===== src/rtl/mbx_pkg.sv =====
package mbx_pkg;
  localparam int unsigned ADDR_W      = 12;
  localparam int unsigned WORD_W      = 32;
  localparam int unsigned MAX_WIN     = 124;
  localparam int unsigned SUM_WORDS   = 4;
  localparam int unsigned SUM_BITS    = SUM_WORDS * WORD_W;

  // word offsets inside one 0x20-byte window (address bits [4:2])
  localparam logic [2:0] WO_STAT = 3'd0;
  localparam logic [2:0] WO_SET  = 3'd3;
  localparam logic [2:0] WO_FLAG = 3'd4;
  localparam logic [2:0] WO_FCLR = 3'd5;
  localparam logic [2:0] WO_FEN  = 3'd6;

  // frame-level byte addresses
  localparam logic [ADDR_W-1:0] FA_CFG    = 12'hF80;
  localparam logic [ADDR_W-1:0] FA_ACCREQ = 12'hF88;
  localparam logic [ADDR_W-1:0] FA_ACCRDY = 12'hF8C;
  localparam logic [ADDR_W-1:0] FA_FSTAT  = 12'hF90;
  localparam logic [ADDR_W-1:0] FA_FEN    = 12'hF98;
  localparam logic [ADDR_W-1:0] FA_SUM0   = 12'hFA0;
  localparam logic [ADDR_W-1:0] FA_REV    = 12'hFCC;

  localparam int unsigned FEN_BIT = 2;
endpackage


===== src/rtl/mbx_win_slot.sv =====
module mbx_win_slot
  import mbx_pkg::*;
#(
  parameter bit HAS_TXIRQ = 1'b1
) (
  input  logic              clk,
  input  logic              rst_n,
  input  logic              set_we,
  input  logic [WORD_W-1:0] set_val,
  input  logic [WORD_W-1:0] peer_clr,
  input  logic              fclr_we,
  input  logic              fen_we,
  input  logic              fen_val,
  output logic [WORD_W-1:0] stat_o,
  output logic              flag_o,
  output logic              fen_o
);
  logic [WORD_W-1:0] stat_q;
  logic [WORD_W-1:0] kept;
  logic              drained;

  assign kept    = stat_q & ~peer_clr;
  assign drained = (stat_q != '0) && (kept == '0);

  // peer clear applied first, bus set last: set wins on a shared bit
  always_ff @(posedge clk) begin
    if (!rst_n) stat_q <= '0;
    else        stat_q <= kept | (set_we ? set_val : '0);
  end
  assign stat_o = stat_q;

  generate
    if (HAS_TXIRQ) begin : g_irq
      logic flag_q;
      logic fen_q;
      always_ff @(posedge clk) begin
        if (!rst_n) begin
          flag_q <= 1'b0;
          fen_q  <= 1'b0;
        end else begin
          if (drained)      flag_q <= 1'b1;
          else if (fclr_we) flag_q <= 1'b0;
          if (fen_we)       fen_q  <= fen_val;
        end
      end
      assign flag_o = flag_q;
      assign fen_o  = fen_q;
    end else begin : g_noirq
      assign flag_o = 1'b0;
      assign fen_o  = 1'b0;
    end
  endgenerate
endmodule


===== src/rtl/mbx_frame_ctl.sv =====
module mbx_frame_ctl
  import mbx_pkg::*;
(
  input  logic              clk,
  input  logic              rst_n,
  input  logic              wr_fire,
  input  logic [ADDR_W-1:0] waddr,
  input  logic [WORD_W-1:0] wdata,
  input  logic              sum_any,
  input  logic              peer_ack,
  output logic              acc_req,
  output logic              acc_rdy,
  output logic              comb_en,
  output logic              irq
);
  logic acc_q;
  logic en_q;

  always_ff @(posedge clk) begin
    if (!rst_n) begin
      acc_q <= 1'b0;
      en_q  <= 1'b0;
    end else if (wr_fire) begin
      if (waddr == FA_ACCREQ) acc_q <= wdata[0];
      if (waddr == FA_FEN)    en_q  <= wdata[FEN_BIT];
    end
  end

  assign acc_req = acc_q;
  assign acc_rdy = acc_q & peer_ack;
  assign comb_en = en_q;
  assign irq     = en_q & sum_any;
endmodule


===== src/rtl/mbx_send_frame.sv =====
module mbx_send_frame
  import mbx_pkg::*;
#(
  parameter int unsigned NUM_WIN   = 8,
  parameter int unsigned MINOR_REV = 1,
  parameter int unsigned MAJOR_REV = 2
) (
  input  logic                      clk,
  input  logic                      rst_n,
  input  logic                      req_valid,
  output logic                      req_ready,
  input  logic                      req_write,
  input  logic [11:0]               req_addr,
  input  logic [31:0]               req_wdata,
  output logic                      rsp_valid,
  output logic [31:0]               rsp_rdata,
  output logic [32*NUM_WIN-1:0]     peer_stat,
  input  logic [32*NUM_WIN-1:0]     peer_clr,
  output logic                      peer_access_req,
  input  logic                      peer_access_ack,
  output logic                      irq
);
  localparam bit          HAS_TXIRQ = (MINOR_REV != 0);
  localparam int unsigned WIN_SPAN  = NUM_WIN * 32;
  localparam logic [6:0]  NWIN_CODE = 7'(NUM_WIN);
  localparam logic [7:0]  REV_CODE  = {4'(MAJOR_REV), 4'(MINOR_REV)};

  logic              wr_fire;
  logic [ADDR_W-1:0] waddr;
  logic [6:0]        a_win;
  logic [2:0]        a_off;
  logic              in_win;

  assign req_ready = 1'b1;
  assign wr_fire   = req_valid & req_write;
  assign waddr     = {req_addr[ADDR_W-1:2], 2'b00};
  assign a_win     = req_addr[11:5];
  assign a_off     = req_addr[4:2];
  assign in_win    = ({20'd0, req_addr} < WIN_SPAN);

  logic [WORD_W-1:0] stat_w [NUM_WIN];
  logic [NUM_WIN-1:0] flag_w;
  logic [NUM_WIN-1:0] fen_w;
  logic [NUM_WIN-1:0] hit_w;

  genvar gw;
  generate
    for (gw = 0; gw < NUM_WIN; gw++) begin : g_win
      assign hit_w[gw] = wr_fire & in_win & (a_win == 7'(gw));
      mbx_win_slot #(.HAS_TXIRQ(HAS_TXIRQ)) u_slot (
        .clk      (clk),
        .rst_n    (rst_n),
        .set_we   (hit_w[gw] & (a_off == WO_SET)),
        .set_val  (req_wdata),
        .peer_clr (peer_clr[gw*32 +: 32]),
        .fclr_we  (hit_w[gw] & (a_off == WO_FCLR) & req_wdata[0]),
        .fen_we   (hit_w[gw] & (a_off == WO_FEN)),
        .fen_val  (req_wdata[0]),
        .stat_o   (stat_w[gw]),
        .flag_o   (flag_w[gw]),
        .fen_o    (fen_w[gw])
      );
      assign peer_stat[gw*32 +: 32] = stat_w[gw];
    end
  endgenerate

  logic [SUM_BITS-1:0] sum_vec;
  logic                sum_any;
  assign sum_vec = SUM_BITS'(flag_w & fen_w);
  assign sum_any = |(flag_w & fen_w);

  logic acc_rdy;
  logic comb_en;

  mbx_frame_ctl u_ctl (
    .clk      (clk),
    .rst_n    (rst_n),
    .wr_fire  (wr_fire),
    .waddr    (waddr),
    .wdata    (req_wdata),
    .sum_any  (sum_any),
    .peer_ack (peer_access_ack),
    .acc_req  (peer_access_req),
    .acc_rdy  (acc_rdy),
    .comb_en  (comb_en),
    .irq      (irq)
  );

  // read selection
  logic [WORD_W-1:0] sel_stat;
  logic              sel_flag;
  logic              sel_fen;
  always_comb begin
    sel_stat = '0;
    sel_flag = 1'b0;
    sel_fen  = 1'b0;
    for (int w = 0; w < NUM_WIN; w++) begin
      if (a_win == 7'(w)) begin
        sel_stat = stat_w[w];
        sel_flag = flag_w[w];
        sel_fen  = fen_w[w];
      end
    end
  end

  logic [WORD_W-1:0] rd_word;
  always_comb begin
    rd_word = '0;
    if (in_win) begin
      case (a_off)
        WO_STAT: rd_word = sel_stat;
        WO_FLAG: rd_word = {31'd0, sel_flag};
        WO_FEN:  rd_word = {31'd0, sel_fen};
        default: rd_word = '0;
      endcase
    end else begin
      case (waddr)
        FA_CFG:    rd_word = {25'd0, NWIN_CODE};
        FA_ACCREQ: rd_word = {31'd0, peer_access_req};
        FA_ACCRDY: rd_word = {31'd0, acc_rdy};
        FA_FSTAT:  rd_word = {29'd0, sum_any, 2'b00};
        FA_FEN:    rd_word = {29'd0, comb_en, 2'b00};
        FA_REV:    rd_word = {24'd0, REV_CODE};
        default:   rd_word = '0;
      endcase
      for (int s = 0; s < SUM_WORDS; s++) begin
        if (waddr == FA_SUM0 + ADDR_W'(4*s)) rd_word = sum_vec[s*32 +: 32];
      end
    end
  end

  always_ff @(posedge clk) begin
    if (!rst_n) begin
      rsp_valid <= 1'b0;
      rsp_rdata <= '0;
    end else begin
      rsp_valid <= req_valid & ~req_write;
      rsp_rdata <= (req_valid & ~req_write) ? rd_word : '0;
    end
  end
endmodule


===== config.mk =====
export PLATFORM = sky130hd
export DESIGN_NAME = mbx_send_frame
export DESIGN_NICKNAME = d
export VERILOG_FILES = /design/src/rtl/mbx_pkg.sv /design/src/rtl/mbx_win_slot.sv /design/src/rtl/mbx_frame_ctl.sv /design/src/rtl/mbx_send_frame.sv
export SDC_FILE = /design/constraint.sdc
export NUM_CORES = 1
export LEC_CHECK = 0
export BUFFER_PORTS_ARGS = -buffer_cell sky130_fd_sc_hd__buf_2
export CAP_MARGIN = 40
export CORE_AREA = 2 2 233 235
export CTS_CLUSTER_DIAMETER = 120
export DETAILED_ROUTE_END_ITERATION = 16
export DIE_AREA = 0 0 235 237
export SLEW_MARGIN = 20
export SYNTH_ARGS = -nofsm -noshare
export SYNTH_HDL_FRONTEND = slang
export SYNTH_SLANG_ARGS = --single-unit

===== constraint.sdc =====
create_clock -name clk -period 2.9 [get_ports clk]
set_clock_uncertainty 0.2 [all_clocks]
set_input_delay 0.145 -clock clk [delete_from_list [all_inputs] [get_ports clk]]
set_output_delay 0.145 -clock clk [all_outputs]
set_load 0.01 [all_outputs]

==> metrics <==
outcome=finished, final reports clean; sequential area share after synthesis=40.5%; Worst Setup End Kind=register; Critical Path Fanout Max=32; Crit Path Category=primary input to register; Port Buf Inserts=593; multi-input logic area=0.00847 sq mm; Die W=235 microns; fin worst setup slack=0.178 ns; clock tree buffer depth=3; WL/cell=27.5 microns; Ports=597; cell mode on critical path=dlygate4sd3_1; top-area cell type share of the netlist area=40.5%; Max Cap Viol=0; Nets=about 3,000; CTS Root Cell=clkbuf_16; RSZ-0062 raised after global routing=false; Initial Util=~28%; Final HPWL DP=between 70,000 and 80,000 microns; PD cells=402 mW/mm^2; Final Hold Viols=0; initial antenna violation count=4; Setup TNS=0 ns; vias in the first global route=19,500; slowest CP cell=dlygate4sd3_1; mapped cell area=between 0.015 and 0.02 sq mm; number of distinct library cells after synthesis=51; Via density=5.55; WL final=96,500 microns; post-synthesis async set-or-reset flop share=0%; most area-hungry cell type in the Yosys netlist=dfxtp_1; Placed Area=0.0189 sq mm; Peak VDD IR=approximately 0.31 mV; slew at the pin closest to its max-slew limit=1.05 ns; GR Util All Layers=roughly a third; crit-path cells=dlygate4sd3_1, buf_2, nand3b_1, or3_4, nor4_4, buf_12, a21oi_1, dlygate4sd3_1, nor2b_1; first-pass GRT wire length=135,000 microns; Iteration-0 DRC Markers=2,078; number of synthesized register bits=307; Final setup viols=0; gr ovfl total=0; crit-path max cell delay=0.60 ns; via count=19,500; CTS tree=built; delay-heaviest family, CP=buffers and inverters; CTS Sinks=~300; Max Fclk=367 MHz; Slew HR=30.1%; Period Utilization, post-route=93.9%; row count=85; Antenna Violating Nets Remaining=0; startpoint types=primary input; Die H=237 microns; syn_area_per_cell=8.82 sq um; Worst EP required=3.18 ns; leakage power=0.00996 uW; Post-Synthesis Cells=1,719; most common cell after layout, fill and taps aside=buf_2; largest net degree at the start of global routing=275; Hold Crit Class=primary input to register; H-tree depth=2; synth top area cells=dfxtp_1, nor2b_1, a21oi_1; Final Instance Area=0.0253 sq mm; Critical path buffers and inverters=4; EDFF count, synth=0; DRC viols=0; max-slew violation count=0; register area=0.00615 sq mm; GPL Wtd Cong=0.997; Ys Warns=0; die footprint=about 0.056 sq mm; FILL cells=5,038; First-pass DRT Iterations=5; Skew-Pair Late Insertion Delay=around 0.55 ns; crit path time final=between 2 and 3 ns; core area=0.0533 sq mm; crit path DAT=3.00 ns; syn nets=2,024; Top FF cell, synth=dfxtp_1; area grow syn2layout=67.1%; Worst-path clk slew=0.06 ns; total CTS buffers=37; fraction of layout instances using a drive strength above 1=27.1%; Hold Slack=0.0258 ns; DP Worst Slack=0.296 ns; most frequent cells in the layout=buf_2, dlygate4sd3_1, nor2b_1
-- final timing paths --
path / cells after the start / slack (ns) / end / from
worst max-delay path: 9 / 0.18 / g_win[1].u_slot.stat_o[10] / req_addr[4]
worst min-delay path: 3 / 0.03 / rsp_rdata[4] / req_valid
worst max register to register: 6 / 0.38 / rsp_rdata[0] / g_win[0].u_slot.flag_o
worst min register to register: 2 / 0.31 / g_win[2].u_slot.fen_o / g_win[2].u_slot.fen_o
-- logic make-up after synthesis --
family / count (synthesis) / synth area share, %
buffers and inverters: 127 / 3.74
and+or+nand+nor: 835 / 33.0
other: 1 / 0.0247
AOI/OAI and AO/OA: 367 / 13.2
DFF: 307 / 40.5
muxes: 82 / 9.52
-- worst reg2reg max path: stages, from the launching register on --
cell	delay, ns
dfxtp_1	0.38
mux2i_1	0.15
o21ai_0	0.22
nand4_1	0.11
dlygate4sd3_1	0.57
o311ai_0	0.26
dlygate4sd3_1	0.58
-- through the flow --
step | total power [uW] | cells | util (%)
after floorplan | 4590 | 1719 | -
after CTS | 10200 | 3502 | 47.5
final | 10200 | 3507 | 47.6
after detailed placement | 5000 | 2923 | 35.5
after global routing | 10400 | 3504 | 47.6
after global placement | 4990 | 2923 | 35.5
-- cells in the mapped netlist, types with 6 or more instances --
master,number
o22ai_1,9
nand3_1,11
nor4_1,127
nand4_1,38
mux4_2,49
clkbuf_1,55
dfxtp_1,307
or3_1,9
o21ai_0,29
nor2b_1,512
a21oi_1,277
nor2_1,55
and2_1,10
nand2b_1,10
nand2_1,41
buf_1,8
buf_2,55
o31ai_1,8
mux2i_1,25
mux2_2,8
a21boi_0,10
buf_4,6
nor3_1,6
-- registers in the layout (all words and copies together), names as in the netlist --
signal / count
g_win.u_slot.flag_o: 8
u_ctl.comb_en: 1
rsp_valid: 1
g_win.u_slot.stat_o: 256
rsp_rdata: 32
u_ctl.acc_req: 1
g_win.u_slot.fen_o: 8
-- metal layers --
layer	vias to the layer above	share of wire, %	global-route usage [%]
met3	323	8.7	6.73
li1	8242	-	-
met1	9562	39	40.9
met5	-	0.055	0
met2	1326	46	53.2
met4	8	6.3	19.2
-- report_power, final --
part           internal, uW  switching [uW]  total [uW]
clock network          3030            1960        4990
logic                   508             470         979
registers              4220           0.504        4220
-- what timing repair did --
item | 4_1_cts | 5_1_grt
setup endpoints to repair | 0 | 34
hold buffers | 515 | 0
buffers inserted | 0 | 2
hold endpoints to repair | 276 | 0
gates resized for setup | 0 | 1
-- cell type report --
type	instances	share of cell area [%]
Antenna cell	3	0.0296
Clock buffer	47	4.04
Sequential cell	307	24.2
Multi-Input combinational cell	1285	33.4
Timing Repair Buffer	1149	33.8
Inverter	3	0.0444
Tap cell	696	3.44
Clock inverter	17	0.982
Power figures use the tool's default switching activity.
